### src/rtl/decr_pkg.sv
package decr_pkg;
    localparam int DW          = 32;
    localparam int STAT_DIS    = 27;
    localparam int CTRL_IE     = 26;
    localparam int CTRL_ARE    = 22;
    localparam int SIGN_BIT    = DW - 1;

    typedef enum logic [1:0] {
        SEL_COUNT  = 2'd0,
        SEL_RELOAD = 2'd1,
        SEL_CTRL   = 2'd2,
        SEL_STAT   = 2'd3
    } sel_e;

    typedef enum logic {
        ST_HOLD  = 1'b0,
        ST_COUNT = 1'b1
    } cnt_state_e;
endpackage

### src/rtl/decr_core.sv
module decr_core
    import decr_pkg::*;
#(
    parameter int W = DW
) (
    input  logic         clk,
    input  logic         rst_n,
    input  logic         tick_en,
    input  logic         mode_zero,
    input  logic         ld_en,
    input  logic [W-1:0] ld_val,
    input  logic         are,
    input  logic [W-1:0] reload_val,
    output logic [W-1:0] count_o,
    output logic         expire_o
);
    localparam int MSB = W - 1;
    localparam logic [W-1:0] ONE  = W'(1);
    localparam logic [W-1:0] ALL1 = {W{1'b1}};

    cnt_state_e   state_q, state_d;
    logic [W-1:0] cnt_q, cnt_d;

    // Next-state and next-count logic.
    always_comb begin
        state_d = state_q;
        cnt_d   = cnt_q;
        if (ld_en) begin
            cnt_d   = ld_val;
            state_d = ST_COUNT;
        end else if (tick_en) begin
            if (mode_zero) begin
                unique case (state_q)
                    ST_HOLD: begin
                        cnt_d = cnt_q;
                    end
                    ST_COUNT: begin
                        if (cnt_q <= ONE) begin
                            cnt_d   = are ? reload_val : '0;
                            state_d = are ? ST_COUNT : ST_HOLD;
                        end else begin
                            cnt_d = cnt_q - ONE;
                        end
                    end
                    default: state_d = ST_HOLD;
                endcase
            end else begin
                state_d = ST_COUNT;
                if (cnt_q == '0) begin
                    cnt_d = are ? reload_val : ALL1;
                end else begin
                    cnt_d = cnt_q - ONE;
                end
            end
        end
    end

    // State register.
    always_ff @(posedge clk) begin
        if (!rst_n) begin
            state_q <= ST_HOLD;
            cnt_q   <= '0;
        end else begin
            state_q <= state_d;
            cnt_q   <= cnt_d;
        end
    end

    // Output decode: expiry events.
    always_comb begin
        expire_o = 1'b0;
        if (ld_en) begin
            expire_o = !mode_zero && ld_val[MSB] && !cnt_q[MSB];
        end else if (tick_en) begin
            if (mode_zero) begin
                expire_o = (state_q == ST_COUNT) && (cnt_q <= ONE);
            end else begin
                expire_o = (cnt_q == '0);
            end
        end
    end

    assign count_o = cnt_q;
endmodule

### src/rtl/decr_regs.sv
module decr_regs
    import decr_pkg::*;
#(
    parameter int W = DW
) (
    input  logic         clk,
    input  logic         rst_n,
    input  logic         wr_en,
    input  logic [1:0]   wr_sel,
    input  logic [W-1:0] wr_data,
    input  logic         expire,
    output logic [W-1:0] reload_o,
    output logic [W-1:0] ctrl_o,
    output logic         stat_dis_o
);
    logic [W-1:0] reload_q, ctrl_q;
    logic         dis_q;
    logic         clr;

    assign clr = wr_en && (sel_e'(wr_sel) == SEL_STAT) && wr_data[STAT_DIS];

    always_ff @(posedge clk) begin
        if (!rst_n) begin
            reload_q <= '0;
            ctrl_q   <= '0;
            dis_q    <= 1'b0;
        end else begin
            if (wr_en && sel_e'(wr_sel) == SEL_RELOAD) reload_q <= wr_data;
            if (wr_en && sel_e'(wr_sel) == SEL_CTRL)   ctrl_q   <= wr_data;
            // A new expiry wins over a clear in the same cycle.
            dis_q <= (dis_q && !clr) || expire;
        end
    end

    assign reload_o   = reload_q;
    assign ctrl_o     = ctrl_q;
    assign stat_dis_o = dis_q;
endmodule

### src/rtl/autoreload_decr.sv
module autoreload_decr
    import decr_pkg::*;
(
    input  logic        clk,
    input  logic        rst_n,
    input  logic        tick_en,
    input  logic        mode_zero,
    input  logic        wr_en,
    input  logic [1:0]  wr_sel,
    input  logic [31:0] wr_data,
    output logic [31:0] count_o,
    output logic [31:0] reload_o,
    output logic [31:0] ctrl_o,
    output logic [31:0] status_o,
    output logic        irq_o
);
    logic expire;
    logic dis;
    logic ld_en;

    assign ld_en = wr_en && (sel_e'(wr_sel) == SEL_COUNT);

    decr_core #(.W(DW)) core_i (
        .clk        (clk),
        .rst_n      (rst_n),
        .tick_en    (tick_en),
        .mode_zero  (mode_zero),
        .ld_en      (ld_en),
        .ld_val     (wr_data),
        .are        (ctrl_o[CTRL_ARE]),
        .reload_val (reload_o),
        .count_o    (count_o),
        .expire_o   (expire)
    );

    decr_regs #(.W(DW)) regs_i (
        .clk        (clk),
        .rst_n      (rst_n),
        .wr_en      (wr_en),
        .wr_sel     (wr_sel),
        .wr_data    (wr_data),
        .expire     (expire),
        .reload_o   (reload_o),
        .ctrl_o     (ctrl_o),
        .stat_dis_o (dis)
    );

    assign status_o = DW'(dis) << STAT_DIS;
    assign irq_o    = dis && ctrl_o[CTRL_IE];
endmodule

### config.mk
export PLATFORM = sky130hd
export DESIGN_NAME = autoreload_decr
export DESIGN_NICKNAME = d
export VERILOG_FILES = /design/src/rtl/decr_pkg.sv /design/src/rtl/decr_core.sv /design/src/rtl/decr_regs.sv /design/src/rtl/autoreload_decr.sv
export SDC_FILE = /design/constraint.sdc
export NUM_CORES = 1
export LEC_CHECK = 0
export BUFFER_PORTS_ARGS = -buffer_cell sky130_fd_sc_hd__buf_2
export CORE_MARGIN = 2
export CORE_UTILIZATION = 50
export DETAILED_ROUTE_END_ITERATION = 8
export HOLD_SLACK_MARGIN = 0.15
export PLACE_DENSITY_LB_ADDON = 0.1
export RECOVER_POWER = 25
export SETUP_SLACK_MARGIN = 0.2
export SLEW_MARGIN = 0
export SYNTH_ARGS = -nofsm -noshare
export SYNTH_HDL_FRONTEND = slang
export SYNTH_SLANG_ARGS = --single-unit
### constraint.sdc
create_clock -name clk -period 3.2 [get_ports clk]
set_clock_uncertainty 0.1 [all_clocks]
set_input_delay 0.64 -clock clk [delete_from_list [all_inputs] [get_ports clk]]
set_output_delay 0.64 -clock clk [all_outputs]
set_load 0.01 [all_outputs]
# Word level (Yosys, flattened, before mapping)
# Cells that the tools add are included.
dict set report totals {
  wordCells 47
  n_memories 0
  register_bits 98
  rom_bits 0
  ramBits 0
  latch_bits 0
  out_inout_bits 129
}
dict set report classes {
  eq_ne 4
  multipliers 0
  n_addsub 1
  bitwise 1
  div_mod_pow 0
  muxes 17
  order_cmp 1
  shift 0
  n_reduce_logical 18
}
# cell n
set ops {}
lappend ops {{two-way mux 32 bit} 8}
lappend ops {{less-or-equal comparator 32 x 1 -> 1 bit, second input constant} 1}
lappend ops {{logical NOT 32 bit} 1}
lappend ops {{subtractor 32 x 1 -> 32 bit, second input constant} 1}
lappend ops {{logical AND 1 bit} 10}
lappend ops {{two-way mux 1 bit} 9}
lappend ops {{equality test 2 bit, second input constant} 2}
lappend ops {{logical NOT 1 bit} 3}
lappend ops {{!= test 3 x 2 -> 1 bit, second input constant} 1}
lappend ops {{equality test 2 x 1 -> 1 bit, second input constant} 1}
lappend ops {{logical NOT 2 bit} 1}
lappend ops {{AND reduction 2 bit} 1}
lappend ops {{nonzero test 2 bit} 1}
lappend ops {{logical OR 1 bit} 1}
lappend ops {{inverter 1 bit} 1}

# Depth between registers and ports, before layout
# Gate-level depths: netlist of the first run.
dict set report depth {
  word_depth 6
  mapped_depth 9
  ltp_nobuf 8
}

# By module
# From an unflattened synthesis of the first run, not the netlist that was laid out.
dict set report unflattened {
  cells_unflattened 678
  hier_area_um2 5627.9
}
# mod area_per_inst_um2 n_inst seq_area_each_um2 cells_each
set by_module_without_submodules {}
lappend by_module_without_submodules {decr_core 2862.7 1 660.6 394}
lappend by_module_without_submodules {decr_regs 2502.4 1 1301.2 249}
lappend by_module_without_submodules {autoreload_decr 262.8 1 0.0 35}

# Least setup slack after synthesis of the first run
# Ideal clock, no wire load.
dict set report synth_path {
  path_kind {flip-flop to flip-flop}
  startpoint {reg core_i.cnt_q[8], in the netlist core_i.count_o[8]}
  endpoint {reg core_i.cnt_q[0], in the netlist core_i.count_o[0]}
  slack_ns 0.725
  t_arrival_ns 2.255
  period_less_slack_ns 2.475
  stages_incl_launch_ff 9
  setup_time_ns 0.120
  path_cell_list {dfxtp_1 buf_6 nor4_4 nand4_4 or4_1 buf_2 a21oi_1 a2111oi_2 a211o_1}
}
dict set report synth_via {
  elab_chain_cells 6
  elab_cells_between_ends 8
  classes_between {order compare (1); mux (6); reduce/logical (1)}
}
# element line
set synth_lines {}
lappend synth_lines {{start: declaration} decr_core.sv:22} ;# logic [W-1:0] cnt_q, cnt_d;
lappend synth_lines {{start signal: assignment} decr_core.sv:65} ;# cnt_q <= cnt_d;
lappend synth_lines {{less-or-equal comparator 32 x 1 -> 1 bit} decr_core.sv:38} ;# if (cnt_q <= ONE) begin
lappend synth_lines {{two-way mux 32 bit} decr_core.sv:38}
lappend synth_lines {{two-way mux 32 bit} decr_core.sv:33} ;# unique case (state_q)
lappend synth_lines {{two-way mux 32 bit *} decr_core.sv:32} ;# if (mode_zero) begin
lappend synth_lines {{two-way mux 32 bit *} decr_core.sv:31} ;# end else if (tick_en) begin
lappend synth_lines {{two-way mux 32 bit *} decr_core.sv:28} ;# if (ld_en) begin
# Mark *: on every way between the ends. The rest lies on a longest branch, timed or not. The select of a mux whose other input is x is not followed.
# A chain may end at the register's enable or synchronous reset.

# Final worst setup path of the first run
# Ends and elaborated chain as after synthesis.

==> flow_results.org, run 1 <==
** Synthesis
- For this run, the leading register cell type out of synthesis is sky130_fd_sc_hd__dfxtp_1.
- Async S/R FF share, synth :: 0
- Instance count of the mapped netlist :: 767
- The share of the Yosys chip area taken by registers is 0.333.
- Yosys mapped the design onto 64 distinct sky130hd cell types.
- Area share of the largest cell type after synthesis :: 0.333
- In the synthesized netlist, the cells that appear most often are sky130_fd_sc_hd__nand2_1, sky130_fd_sc_hd__dfxtp_1, sky130_fd_sc_hd__a21boi_0, sky130_fd_sc_hd__clkbuf_1, sky130_fd_sc_hd__nor2_1.
- Yosys attributes the largest share of cell area to sky130_fd_sc_hd__dfxtp_1, sky130_fd_sc_hd__nand2_1, sky130_fd_sc_hd__a21boi_0, sky130_fd_sc_hd__buf_4, sky130_fd_sc_hd__clkbuf_1.
- The mapped netlist covers about 5900 um2.
- Synthesis Warnings :: 0
- Synthesis inferred slightly below 100 register bits.
- The biggest area contributor in the post-synthesis netlist is sky130_fd_sc_hd__dfxtp_1.
- Average footprint of a synthesized cell :: 7.69 um2
- sky130_fd_sc_hd__nand2_1 is the most common cell in the netlist.
- In this run, synthesis inferred 0 flip-flops with an integrated enable.

** Detailed routing
- Vias :: 6213
- Detailed-routing iteration count for the pre-antenna-repair pass :: 5
- Sum of routed wire length over all layers :: just under 20 mm
- Total DRC errors in the routed layout :: 0
- Post-DR vias/cell :: ~6.0
- After detailed routing, the average wire length per cell comes to ~19 um.
- Number of DRC markers in iteration 0 :: roughly 470
- Number of antenna-violating nets in the routed design :: 0

** CTS
- Clock Path Buffers :: 2
- In this run, CTS created clock tree buffers numbering 9.
- In this run, post-CTS repair resized a total of 0 instances.
- CTS tree :: done
- Buffers added to address setup during post-CTS repair amount to 0.
- Number of levels the H-tree was split into :: 3
- For the worst-skew pair, the clock arrives at the later sink with an insertion delay of 360 ps.
- CTS clock-pin slew for the worst setup and hold paths :: 70 ps
- Root buffer cell :: sky130_fd_sc_hd__clkbuf_16
- For this design, the sink count on the clock tree is 98.
- Post-CTS Hold Buffers :: 0

** Floorplan
- The die covers 12700 um2.
- After floorplanning, the core was divided into 39 placement rows.
- Number of top-level pins :: about 170
- In this run the standard cell core region covers about 11000 um2.
- Initial core utilization :: 0.514
- The floorplan step set the die width to roughly 110 um.
- Die Y-Extent :: about 110 um

** Critical path
- The startpoint identified for the worst register-to-register timing path is core_i.count_o[8]$_SDFFE_PN0P_.
- STA classifies the critical path startpoint as a flip-flop.
- Category of the critical setup timing path :: flip-flop to flip-flop
- Required time at the worst-slack endpoint :: 3350 ps
- Worst Path Arrival :: approximately 3000 ps
- The most critical setup path has its startpoint at core_i.count_o[8]$_SDFFE_PN0P_.
- STA classifies the critical path endpoint as a flip-flop.
- Highest net fanout along the worst path :: 11

** Placed design
- Detailed placement finished with a half-perimeter wire length of 14.5 mm.
- Count of input and output buffers :: between 100 and 150
- The congestion estimate from routability-driven global placement came to between 1 and 1.5.

** Layout
- The repair_antennas step left the layout with diodes totalling 0.
- For this run, the share of the core covered by cells in the final layout is 0.601.
- Layout-stage area growth over the synthesis result :: 16.9%
- Fraction of final layout cells sized beyond drive strength 1 :: 0.182
- Area used by multi-input combinational logic :: about 3600 um2
- The filler cells instantiated in the layout total 1099.
- Across the whole layout, storage elements account for slightly below 2000 um2.
- The net count of the finished layout is 927.

** GRT
- Maximum number of pins on one net before global-route repair :: between 40 and 50
- First-pass GRT wire length :: 31.3 mm
- Summed over all layers, the global routing overflow is 0.
- The number of antenna violations at the first check in global routing is 0.
- Global Route Usage Sum :: 0.311
- The number of global-route vias before repair was just under 6000.

** STA
- Hold slack final :: 365 ps
- Final setup violating endpoints :: 0
- Final hold violation count :: 0
- Number of slew-limit violations in the final report :: 0
- Fin crit share :: 0.872
- Headroom to the max-slew limit came out at 0.464.
- For the finished layout, the period the worst path requires is ~2800 ps.
- Max Freq :: around 0.36 GHz
- Setup repair after global routing left no endpoint under its margin.
- Worst-Margin Slew :: around 800 ps
- Setup TNS :: 0 ps

** Hold path
- Tightest Hold Check Type :: flip-flop to flip-flop
- Hold Startpoint :: regs_i.ctrl_o[23]$_SDFFE_PN0P_

** Pwr
- Overall Power :: 3.83 mW
- Cell leakage power :: about 2.8 nW
- Across the VDD grid, the largest voltage drop is ~0.00035 V.
- Power spread over the standard cell area amounts to approximately 560 nW/um2.

** Run status
- The run finished with clean final reports.

** Run
- Number of maximum-capacitance constraint violations :: 0
[worst max-delay path, cell delays in order (launching register included)]
cell and delay (ps):
sky130_fd_sc_hd__dfxtp_1 430, sky130_fd_sc_hd__nor4_4 460, sky130_fd_sc_hd__nand4_4 280, sky130_fd_sc_hd__or4_1 830
sky130_fd_sc_hd__a21oi_1 240, sky130_fd_sc_hd__a2111oi_2 50, sky130_fd_sc_hd__a211o_1 290
[worst paths after layout]
| check | cells after the start | to | slack, ps |
|---|---|---|---|
| hold / removal | 2 | regs_i.ctrl_o[23]$_SDFFE_PN0P_ | 370 |
| setup reg to reg | 6 | core_i.count_o[0]$_SDFFE_PN0P_ | 410 |
| setup / recovery | 6 | core_i.count_o[0]$_SDFFE_PN0P_ | 410 |
| hold reg to reg | 2 | regs_i.ctrl_o[23]$_SDFFE_PN0P_ | 370 |
[logic make-up (layout without fill, tap and decap cells)]
family                     count (synthesis)  count (layout)  share of synthesized area
AOI/OAI and AO/OA                        208             208                      0.256
xor gates and xnor gates                  23              23                     0.0342
adders and majority gates                  3               3                    0.00637
buffers and inverters                     95             187                     0.0834
DFF                                       98              98                      0.333
muxes                                      2               2                    0.00340
other                                      1              31                   0.000636
and+or+nand+nor                          337             337                      0.283
[layout by cell type, fill, tap and decap left out, types with 7 or more instances in the layout]
master	count
sky130_fd_sc_hd__xor2_1	14
sky130_fd_sc_hd__a31oi_1	10
sky130_fd_sc_hd__a21boi_0	65
sky130_fd_sc_hd__nor3b_1	8
sky130_fd_sc_hd__a221oi_1	9
sky130_fd_sc_hd__and3_1	8
sky130_fd_sc_hd__o21a_1	7
sky130_fd_sc_hd__o221ai_1	9
sky130_fd_sc_hd__conb_1	31
sky130_fd_sc_hd__clkbuf_16	9
sky130_fd_sc_hd__o211ai_1	7
sky130_fd_sc_hd__xnor2_1	9
sky130_fd_sc_hd__nand2_1	174
sky130_fd_sc_hd__a21oi_1	27
sky130_fd_sc_hd__o21ai_0	24
sky130_fd_sc_hd__buf_2	98
sky130_fd_sc_hd__nand4_1	11
sky130_fd_sc_hd__buf_4	29
sky130_fd_sc_hd__nand2b_1	8
sky130_fd_sc_hd__nor4_1	19
sky130_fd_sc_hd__nand3_1	17
sky130_fd_sc_hd__nor2_1	36
sky130_fd_sc_hd__dfxtp_1	98
sky130_fd_sc_hd__a211o_1	7
sky130_fd_sc_hd__clkbuf_1	38
sky130_fd_sc_hd__nor3_1	16
[layer usage]
| metal | vias to the layer above | wire (um) | global-route usage | part of all wire |
|---|---|---|---|---|
| met4 | 0 | 942 | 0.174 | 0.048 |
| met5 | - | 0 | 0 | 0 |
| met3 | 55 | 1480 | 0.0464 | 0.075 |
| met2 | 297 | 9650 | 0.515 | 0.49 |
| li1 | 2912 | - | - | - |
| met1 | 2949 | 7730 | 0.387 | 0.39 |
[layout make-up]
type,count,share of cell area
multi-input cells,604,0.517
inverters,6,0.00327
flip-flops and latches,98,0.285
well taps,143,0.0260
clock buffers,9,0.0327
clock inverters,6,0.00962
repair buffers,166,0.126
[state kept, by name (all words and copies together), names as in the netlist]
signal	cells
core_i.count_o	32
regs_i.ctrl_o	32
regs_i.reload_o	32
core_i.state_q	1
regs_i.stat_dis_o	1
[through the flow]
step                      cell area, um2  worst slack [ps]  std cells
final                               6890               410       1032
after global routing                6890               248       1032
after CTS                           6940               433       1032
after detailed placement            6650               435       1017
after global placement              6650               547       1017
after floorplan                     6010               725        797
[power breakdown]
part           switching (mW)  internal, mW  total, mW
Clock                   0.492         0.605       1.10
Sequential              0.159          1.31       1.47
Combinational           0.772         0.484       1.26
Total                    1.42          2.40       3.83
Power figures use the tool's default switching activity.
==> run 2, diff against run 1 <==
- BUFFER_PORTS_ARGS: -buffer_cell sky130_fd_sc_hd__buf_2 -> default
- DONT_BUFFER_PORTS: default -> 1
- GPL_ROUTABILITY_DRIVEN: default -> 1
==> flow_results.org, run 2 (synthesized netlist as in run 1, its figures left out) <==
** Run status
- Run status :: finished, violations left
- Violated checks :: max-capacitance violations, max-slew violations

** Critical path
- Slowest cell on crit path :: sky130_fd_sc_hd__or4_1
- At the worst endpoint, the arrival time is 2980 ps.
- Along the worst path, the maximum fanout reaches 10.
- Category of the critical setup timing path :: flip-flop to flip-flop
- CP startpoint kind :: flip-flop
- Required time at the worst-slack endpoint :: ~3400 ps
- The worst setup path is captured at a flip-flop.
- Cell chain of the critical path :: nor4_4 -> nand4_4 -> or4_1 -> a21oi_1 -> a211oi_1 -> a211o_1
- On the worst path, the slowest cell contributes a delay of 850 ps.

** Layout
- Number of nets in the layout :: between 700 and 800
- Commonest cells after routing, fill and taps aside :: sky130_fd_sc_hd__nand2_1, sky130_fd_sc_hd__dfxtp_1, sky130_fd_sc_hd__a21boi_0
- For this run, the share of the core covered by cells in the final layout is 0.550.
- Most common cell after layout, fill and taps aside :: sky130_fd_sc_hd__nand2_1
- Antenna Diode Count :: 0
- Compared with the post-synthesis result, the final layout area differs by 6.90%.
- Filler-free cell count of the finished design :: roughly 900
- Counting the fill cells in the layout gives about 1100.
- Of the cells placed in the final design, the portion with a size suffix greater than 1 is 0.0909.

** CTS
- The root buffer cell chosen for the clock tree is sky130_fd_sc_hd__clkbuf_16.
- The H-tree generated during clock tree synthesis spans 3 levels.
- Clock Path Buffers :: 2
- CTS clock-pin slew for the worst setup and hold paths :: about 70 ps
- Number of clock sinks :: slightly below 100
- The number of clock buffers added by TritonCTS is 9.
- TritonCTS built the clock tree.
- After clock tree synthesis, the flow added hold-fix buffers numbering 0.
- The later pin in the worst-skew pair is clocked with a latency of between 300 and 400 ps.

** Pwr
- Pint :: approximately 2.4 mW
- Psw :: between 1 and 1.5 mW
- Of the total power, the share spent switching nets is 0.369.
- Combinational cell fraction of total power :: 0.305
- VDD sags by at most between 0.0003 and 0.0004 V.
- Cell Pwr Density :: approximately 600 nW/um2
- Sequential group share of total power :: 0.393
- Proportion of power drawn by the clock network :: 0.302
- Cell leakage power :: about 2.3 nW

** STA
- Setup repair after global routing left no endpoint under its margin.
- Fin crit share :: 0.885
- Final setup violating endpoints :: 0
- The worst pin sits at a relative slew slack of -0.405.
- The hold violation count in the final report came to 0.
- Based on the critical path, the design can be clocked at up to around 0.35 GHz.
- Number of slew-limit violations in the final report :: 33
- Setup TNS :: 0 ps
- Final worst path period need :: approximately 2800 ps
- Worst-Margin Slew :: approximately 2100 ps
- Across all setup checks in the final design, the least slack found is about 370 ps.

** Run
- Max-cap violations in this run came to 1.

** Floorplan
- Die area :: about 13000 um2
- The core region is ~11000 um2.
- During I/O placement, the number of pins put on the boundary was roughly 170.
- Row generation in the floorplan step produced 39 rows.
- In this run the horizontal extent of the chip is ~110 um.
- Initial core utilization :: 0.514
- The die is about 110 um tall.

** Detailed routing
- The first detailed-routing pass ran for 7 iterations.
- Detailed routing inserted a total of around 5700 vias.
- Total DRC errors in the routed layout :: 0
- Post-detailed-route wirelength per cell :: approximately 23 um
- Post-DR vias/cell :: between 6 and 7
- Number of antenna-violating nets in the routed design :: 0
- For this block, the routed nets add up to 20.5 mm of wire.
- Number of DRC markers in iteration 0 :: ~580

** GRT
- Across every metal layer, demand over resource in global routing totals 0.318.
- The total overflow left after global routing is 0.
- Entering global routing, the biggest net connects roughly 110 pins.
- The number of antenna violations at the first check in global routing was 0.
- The number of global-route vias before repair is ~5500.
- The first global-routing pass estimated roughly 32 mm of wire.

** Placed design
- Including well taps, the total number of placed cells is a little under 900.
- At the end of routability-driven placement, the weighted congestion stood at 0.955.
- Placed wire-length estimate after detailed placement :: between 10 and 15 mm
- Count of input and output buffers :: 0
- OpenSTA, run right after detailed placement, puts the worst setup slack at roughly 400 ps.

** Hold path
- Tightest Hold Check Type :: input port to flip-flop
==> run 2: changes by cell type in the layout (fill, tap and decap cells not counted), sizes merged <==
cell / previous run / this run
buf: 128 / 35
clkinv: 4 / 3
clkbuf: 47 / 11
==> run 2: worst paths after layout <==
path | start | cells after the start | slack (ps) | end
worst max-delay path | core_i.count_o[11]$_SDFFE_PN0P_ | 6 | 370 | core_i.count_o[3]$_SDFFE_PN0P_
worst min-delay path | wr_data[0] | 2 | 310 | regs_i.reload_o[0]$_SDFFE_PN0P_
worst max register to register | core_i.count_o[11]$_SDFFE_PN0P_ | 6 | 370 | core_i.count_o[3]$_SDFFE_PN0P_
worst min register to register | regs_i.ctrl_o[4]$_SDFFE_PN0P_ | 2 | 410 | regs_i.ctrl_o[4]$_SDFFE_PN0P_
==> run 2: worst max-delay path: cells and delay by family, from the launching register on <==
kind	cells	cell delay, ps
simple gates	3	1620
flops	1	420
compound gates	3	580
==> run 2: per-layer routing <==
layer,share of wire,global-route usage
met1,0.38,0.374
met2,0.48,0.523
met3,0.10,0.0864
met4,0.041,0.178
met5,0,0
==> run 2: metrics by stage <==
step	hold WS, ps	power, mW	instance area, um2
floorplan	388	2.35	6010
detailed placement	405	2.64	5970
global placement	398	2.61	5970
CTS	292	3.78	6270
global route	313	3.98	6300
finish	315	3.81	6300
==> run 2: layout make-up <==
cell class                 instances  area (um2)  area share
multi-input combinational        604        3570       0.567
sequential                        98        1960       0.311
timing repair buffer              35         263      0.0417
clock buffer                      11         243      0.0385
tap                              143         179      0.0284
clock inverter                     5        61.3     0.00973
inverter                           6        22.5     0.00357
==> run 2: repair_timing <==
item                       CTS  global route
resized for setup            0             1
buffers inserted             0             3
setup endpoints to repair    0             7
==> run 2: power by group through the flow <==
stage          logic [mW]  clock network, mW  registers (mW)
6_report             1.16               1.15            1.50
5_1_grt              1.27               1.21            1.51
4_1_cts              1.13               1.16            1.49
3_5_place_dp         1.12                  0            1.52
3_3_place_gp         1.09                  0            1.52
2_1_floorplan       0.867                  0            1.49
